### src/rtl/csla_pkg.sv
package csla_pkg;

  // Variant of the carry-in-one path in each select group
  typedef enum logic {
    CSLA_DUAL = 1'b0,  // second ripple-carry adder with carry-in tied high
    CSLA_BEC  = 1'b1   // add-one converter on the carry-in-zero result
  } csla_kind_e;

  // Size of group g, read from a byte-packed size list (lowest group first)
  function automatic int grp_size(input logic [255:0] sizes, input int g);
    return int'(sizes[8*g +: 8]);
  endfunction

  // Bit offset of group g: total size of all groups below it
  function automatic int grp_offset(input logic [255:0] sizes, input int g);
    int acc;
    acc = 0;
    for (int k = 0; k < g; k++) acc += int'(sizes[8*k +: 8]);
    return acc;
  endfunction

  // One-bit full adder, sum output
  function automatic logic fa_sum(input logic x, input logic y, input logic c);
    return x ^ y ^ c;
  endfunction

  // One-bit full adder, carry output (majority)
  function automatic logic fa_carry(input logic x, input logic y, input logic c);
    return (x & y) | (x & c) | (y & c);
  endfunction

endpackage

### src/rtl/csla_rca.sv
module csla_rca #(
  parameter int GW = 4
) (
  input  logic [GW-1:0] x_i,
  input  logic [GW-1:0] y_i,
  input  logic          c_i,
  output logic [GW-1:0] s_o,
  output logic          c_o
);
  import csla_pkg::*;

  logic [GW:0] chain;

  assign chain[0] = c_i;

  for (genvar i = 0; i < GW; i++) begin : g_bit
    assign s_o[i]       = fa_sum(x_i[i], y_i[i], chain[i]);
    assign chain[i + 1] = fa_carry(x_i[i], y_i[i], chain[i]);
  end

  assign c_o = chain[GW];

endmodule

### src/rtl/csla_bec.sv
module csla_bec #(
  parameter int W = 5
) (
  input  logic [W-1:0] v_i,
  output logic [W-1:0] inc_o
);

  // run[i] is high when every bit below i is one; bit 0 therefore always flips
  logic [W-1:0] run;

  assign run[0] = 1'b1;

  for (genvar i = 1; i < W; i++) begin : g_run
    assign run[i] = run[i - 1] & v_i[i - 1];
  end

  assign inc_o = v_i ^ run;

endmodule

### src/rtl/csla_group.sv
module csla_group #(
  parameter int                   GW   = 4,
  parameter csla_pkg::csla_kind_e KIND = csla_pkg::CSLA_BEC
) (
  input  logic [GW-1:0] x_i,
  input  logic [GW-1:0] y_i,
  input  logic          sel_i,
  output logic [GW-1:0] s0_o,
  output logic          c0_o,
  output logic [GW-1:0] s1_o,
  output logic          c1_o,
  output logic [GW-1:0] s_o,
  output logic          c_o
);

  // Carry-in-zero path, always present
  csla_rca #(.GW(GW)) u_rca0 (
    .x_i (x_i),
    .y_i (y_i),
    .c_i (1'b0),
    .s_o (s0_o),
    .c_o (c0_o)
  );

  // Carry-in-one path, variant picked by KIND
  if (KIND == csla_pkg::CSLA_DUAL) begin : g_dual
    csla_rca #(.GW(GW)) u_rca1 (
      .x_i (x_i),
      .y_i (y_i),
      .c_i (1'b1),
      .s_o (s1_o),
      .c_o (c1_o)
    );
  end else begin : g_bec
    csla_bec #(.W(GW + 1)) u_bec (
      .v_i   ({c0_o, s0_o}),
      .inc_o ({c1_o, s1_o})
    );
  end

  // Select by the real incoming carry
  assign s_o = sel_i ? s1_o : s0_o;
  assign c_o = sel_i ? c1_o : c0_o;

endmodule

### src/rtl/csla_adder.sv
module csla_adder #(
  parameter int                     WIDTH   = 16,
  parameter int                     NGROUPS = 5,
  parameter logic [8*NGROUPS-1:0]   GSIZES  = {8'd5, 8'd4, 8'd3, 8'd2, 8'd2},
  parameter csla_pkg::csla_kind_e   KIND    = csla_pkg::CSLA_BEC
) (
  input  logic [WIDTH-1:0] a_i,
  input  logic [WIDTH-1:0] b_i,
  input  logic             cin_i,
  output logic [WIDTH-1:0] sum_o,
  output logic             cout_o
);
  import csla_pkg::*;

  localparam logic [255:0] SIZES_W = 256'(GSIZES);

  // Named internal events for the checker
  logic [NGROUPS:0]   grp_cin;  // carry into each group, top entry is the final carry
  logic [NGROUPS-1:0] alt_c0;   // carry-in-zero carry of each group
  logic [NGROUPS-1:0] alt_c1;   // carry-in-one carry of each group
  logic [WIDTH-1:0]   alt_s0;   // carry-in-zero sums, groups side by side
  logic [WIDTH-1:0]   alt_s1;   // carry-in-one sums, groups side by side
  logic [WIDTH-1:0]   sum_w;

  assign grp_cin[0] = cin_i;

  for (genvar g = 0; g < NGROUPS; g++) begin : g_grp
    localparam int OFF = grp_offset(SIZES_W, g);
    localparam int GW  = grp_size(SIZES_W, g);

    if (g == 0) begin : g_low
      // Lowest group: a single ripple adder on the external carry
      logic [GW-1:0] s_low;
      logic          c_low;
      csla_rca #(.GW(GW)) u_rca (
        .x_i (a_i[OFF +: GW]),
        .y_i (b_i[OFF +: GW]),
        .c_i (grp_cin[0]),
        .s_o (s_low),
        .c_o (c_low)
      );
      assign sum_w[OFF +: GW]  = s_low;
      assign alt_s0[OFF +: GW] = s_low;
      assign alt_s1[OFF +: GW] = s_low;
      assign alt_c0[g]         = c_low;
      assign alt_c1[g]         = c_low;
      assign grp_cin[g + 1]    = c_low;
    end else begin : g_sel
      csla_group #(.GW(GW), .KIND(KIND)) u_grp (
        .x_i   (a_i[OFF +: GW]),
        .y_i   (b_i[OFF +: GW]),
        .sel_i (grp_cin[g]),
        .s0_o  (alt_s0[OFF +: GW]),
        .c0_o  (alt_c0[g]),
        .s1_o  (alt_s1[OFF +: GW]),
        .c1_o  (alt_c1[g]),
        .s_o   (sum_w[OFF +: GW]),
        .c_o   (grp_cin[g + 1])
      );
    end
  end

  assign sum_o  = sum_w;
  assign cout_o = grp_cin[NGROUPS];

endmodule

### config.mk
export PLATFORM = sky130hd
export DESIGN_NAME = csla_adder
export DESIGN_NICKNAME = d
export VERILOG_FILES = /design/src/rtl/csla_pkg.sv /design/src/rtl/csla_rca.sv /design/src/rtl/csla_bec.sv /design/src/rtl/csla_group.sv /design/src/rtl/csla_adder.sv
export SDC_FILE = /design/constraint.sdc
export NUM_CORES = 1
export LEC_CHECK = 0
export ABC_AREA = 1
export BUFFER_PORTS_ARGS = -buffer_cell sky130_fd_sc_hd__buf_2
export CAP_MARGIN = 20
export CORE_MARGIN = 2
export CORE_UTILIZATION = 45
export DETAILED_ROUTE_END_ITERATION = 8
export PLACE_DENSITY = 0.8
export SYNTH_ARGS = -nofsm -noshare
export SYNTH_HDL_FRONTEND = slang
export SYNTH_HIERARCHICAL = 1
export SYNTH_SLANG_ARGS = --single-unit
### constraint.sdc
create_clock -name vclk -period 5.8
set_input_delay 0.29 -clock vclk [all_inputs]
set_output_delay 0.29 -clock vclk [all_outputs]
set_load 0.1 [all_outputs]
# Yosys cells after proc, flatten, opt, wreduce, memory -nomap -nowiden
# Cells that the tools add are included.
[totals]
ff_bits = 0
latchBits = 0
mem_bits_rw = 0
mem_bits_ro = 0
input_bits = 33
out_inout_bits = 17
wordCells = 114
n_memories = 0
[classes]
add_sub_neg = 0
multipliers = 0
n_div = 0
n_lt_le_gt_ge = 0
n_eq_ne = 0
n_shift = 0
muxes = 8
bitwise_logic = 106
n_reduce_logical = 0
[ops]
columns = ["operator", "count"]
rows = [
  ["$and 1x1->1", 50],
  ["$xor 1x1->1", 28],
  ["$or 1x1->1", 24],
  ["$xor 6x6->6", 1],
  ["$mux 5", 1],
  ["$xor 5x5->5", 1],
  ["$mux 1", 4],
  ["$mux 4", 1],
  ["$xor 4x4->4", 1],
  ["$mux 3", 1],
  ["$xor 3x3->3", 1],
  ["$mux 2", 1],
]

# Longest topological paths before layout
[depth]
depth_word = 15
ltp_mapped = 19
depth_no_buf = 19

# By module
# Netlist, hierarchy kept.
[by_module_without_submodules]
columns = ["module", "n_inst", "cells_per_inst", "area_each_um2", "seq_area_each_um2"]
rows = [
  ["csla_rca at g_grp[0].g_low.u_rca ...", 2, 10, 70.1, 0.0],
  ["csla_rca at g_grp[4].g_sel.u_grp.u_rca0", 1, 15, 137.6, 0.0],
  ["csla_rca at g_grp[3].g_sel.u_grp.u_rca0", 1, 14, 117.6, 0.0],
  ["csla_rca at g_grp[2].g_sel.u_grp.u_rca0", 1, 13, 97.6, 0.0],
  ["csla_group at g_grp[4].g_sel.u_grp", 1, 20, 75.1, 0.0],
  ["csla_bec at g_grp[4].g_sel.u_grp.g_bec.u_bec", 1, 10, 72.6, 0.0],
  ["csla_group at g_grp[3].g_sel.u_grp", 1, 17, 63.8, 0.0],
  ["csla_bec at g_grp[3].g_sel.u_grp.g_bec.u_bec", 1, 9, 60.1, 0.0],
  ["csla_group at g_grp[2].g_sel.u_grp", 1, 14, 52.6, 0.0],
  ["csla_bec at g_grp[2].g_sel.u_grp.g_bec.u_bec", 1, 8, 47.5, 0.0],
  ["csla_group at g_grp[1].g_sel.u_grp", 1, 11, 41.3, 0.0],
  ["csla_bec at g_grp[1].g_sel.u_grp.g_bec.u_bec", 1, 7, 35.0, 0.0],
]

# Worst setup path before layout
# OpenSTA, ideal clock, no wires.
[synth_timing]
path_type = "input to output"
startpoint = "input port a_i[11]"
endpoint = "output port cout_o"
t_arrival_ns = 3.142
required_time_ns = 5.510
slack_ns = 2.368
path_stages = 14
path_buffers = 0
cell_sequence = "inv_1 -> fa_1 -> inv_1 -> fa_1 -> fa_1 -> fa_1 -> inv_1 -> fa_1 -> inv_1 -> ha_1 -> nand2_1 -> nand2_1 -> nand2_1 -> nand2_1"
[synth_between]
elab_cells_between_ends = 28
cone_classes = "mux: 1; bitwise: 27"
[synth_lines]
columns = ["element", "line", "text"]
rows = [
  ["start, declared", "csla_adder.sv:7", "input logic [WIDTH-1:0] a_i,"],
  ["$and 1x1->1 *", "csla_pkg.sv:29", "return (x & y) | (x & c) | (y & c);"],
  ["$and 1x1->1", "csla_pkg.sv:29", ""],
  ["$or 1x1->1", "csla_pkg.sv:29", ""],
  ["$or 1x1->1 *", "csla_pkg.sv:29", ""],
  ["$and 1x1->1", "csla_pkg.sv:29", ""],
  ["$or 1x1->1", "csla_pkg.sv:29", ""],
  ["$or 1x1->1 *", "csla_pkg.sv:29", ""],
  ["$and 1x1->1", "csla_pkg.sv:29", ""],
  ["$or 1x1->1", "csla_pkg.sv:29", ""],
  ["$or 1x1->1 *", "csla_pkg.sv:29", ""],
  ["$xor 1x1->1 *", "csla_pkg.sv:24", "return x ^ y ^ c;"],
  ["net alt_s0[15]", "csla_adder.sv:21", "logic [WIDTH-1:0] alt_s0;"],
  ["$and 1x1->1 *", "csla_bec.sv:14", "assign run[i] = run[i - 1] & v_i[i - 1];"],
  ["$xor 6x6->6 *", "csla_bec.sv:17", "assign inc_o = v_i ^ run;"],
  ["net alt_c1[4]", "csla_adder.sv:20", "logic [NGROUPS-1:0] alt_c1;"],
  ["$mux 1 *", "csla_group.sv:43", "assign c_o = sel_i ? c1_o : c0_o;"],
  ["end, declared", "csla_adder.sv:11", "output logic cout_o"],
]
# Mark *: on every way through the listed nets, which the timed path passes. The rest lies on a longest branch.

# Final worst setup path
# Same ends and word-level chain as after synthesis.

==> out/results.ini <==
[min_path]
hold_depth=5
hold_start=cin_i
hold_path.class=primary input to primary output
whs_endpoint=sum_o[0]

[synthesis]
synth_area_leaders=fa_1, nand2_1, inv_1
syn_area_per_cell_um2=5.96
synth-seq-area-share_pct=0
netlist_area_um2=941
ys_warn_count=6
netlist_instances=158
synth_largest_area_cell=fa_1
synth_fp_nets=217
synth.distinct_cells=6
synth_top_cell_area_share_pct=34.0

[route]
drtPass1Iterations=4
vias_per_cell=4.01
route.met2.wl_um=945
drtAntennaViolNets=0
vias=943
route.met3.wl_um=93
wl_met1_um=755
drt_wl_total_mm=1.82
top_layer_used=met4
drt_iter0_drc=7
wl_per_cell_um=7.72
drc=0

[timing]
slew_viol_final=0
fmax_mhz=286
finalCritPeriodShare_pct=60.4
setup_viol=0
hold_slack_ps=1190
fin_ws_ps=2300
hold_violations=0
setup_tns_ps=0
rsz0062_at_grt=false
fin_crit_ps=3500

[worst_setup_path]
cp-start-kind=primary input
crit_type=primary input to primary output
worstSetupEndpointType=primary output
critPathLaunch=a_i[11]
arrival_ps=3210
cp.required_ps=5510
crit_fanout=2

[flow_run]
cap_violations=0

[placement]
place_inst=235
dpl_cell_area_um2=1220
post-place-ws_ps=2260
hpwlAfterDp_mm=1.74
io_buffers=50
routabilityCongestion=0.736

[global_route]
grt_max_degree=8
grt_pass1_vias=885
antenna_found_initial=0
grt_pass1_wl_mm=3.38
grt_usage_pct=16.7
globalRouteOverflowTotal=0

[power]
peakVddDrop_uv=236
leakage_nw=0.893
power_density_nw_per_um2=361
total_power_mw=0.442

[finish]
finalNonFillerCells=235
mostFrequentLayoutCells=nand2_1, inv_1, buf_2, fa_1, ha_1
regArea_um2=0
fin_nets=269
final_cell_area_um2=1220
final_common_cell=nand2_1
final_core_util_pct=62.4
syn_to_final_growth_pct=30.2
num-clock-buffers=0
diodes=0
fillers=200
layout-drive-gt1-share_pct=26.0
nFlopsAndLatches=0

[clocking]
cts_setup_buffers=0
cts_hold_buf=0
ctsResizeCount=0

[status]
outcome=finished clean

[floorplan]
row_count=16
core_area_um2=1960
fp.dieW_um=49.7
num_io_pins=50
die-area_um2=2470
initial_core_util_pct=48.0
die_y_um=49.7

critical path, stage by stage:
cell and delay (ps):
buf_2 90, inv_1 60, fa_1 160, inv_1 50, fa_1 380, fa_1 410, fa_1 380, inv_1 80
fa_1 400, inv_1 90, ha_1 160, nand2_1 60, nand2_1 60, nand2_1 50, nand2_1 70, buf_2 420
Yosys cell counts:
library cell and instances:
fa_1 16, conb_1 4, ha_1 10, nand2_1 66, inv_2 4, inv_1 58
how the worst max path moves through the flow:
stage	endpoint	slack, ps	cells past startpoint
6_report	cout_o	2300	16
5_1_grt	cout_o	2040	20
4_1_cts	cout_o	2260	16
3_5_place_dp	cout_o	2260	16
3_3_place_gp	cout_o	2330	16
2_1_floorplan	cout_o	2370	14
report_power, final:
part           leakage (nW)  internal [mW]  total (mW)  switching (mW)
Sequential                0              0           0               0
Clock                     0              0           0               0
Combinational         0.893         0.0782       0.442           0.364
Total                 0.893         0.0782       0.442           0.364
metal layers:
metal | track usage, % | vias up
met5 | 0 | -
met4 | 3.24 | 0
met3 | 1.21 | 2
met2 | 32.4 | 29
met1 | 19.9 | 396
li1 | - | 516
kinds of logic (layout without fill, tap and decap cells):
kind of cell | count (synthesis) | count (layout) | synth area share (%)
simple gates | 66 | 66 | 26.3
buf+inv | 62 | 112 | 24.7
other cells | 4 | 4 | 1.60
fa+ha+maj | 26 | 26 | 47.3
area by class of cell:
type               instances  area [um^2]  area share (%)
inverters                 62          233            19.0
multi-input cells         96          708            57.8
repair buffers            50          250            20.4
well taps                 27         33.8            2.76
Power figures use the tool's default switching activity.
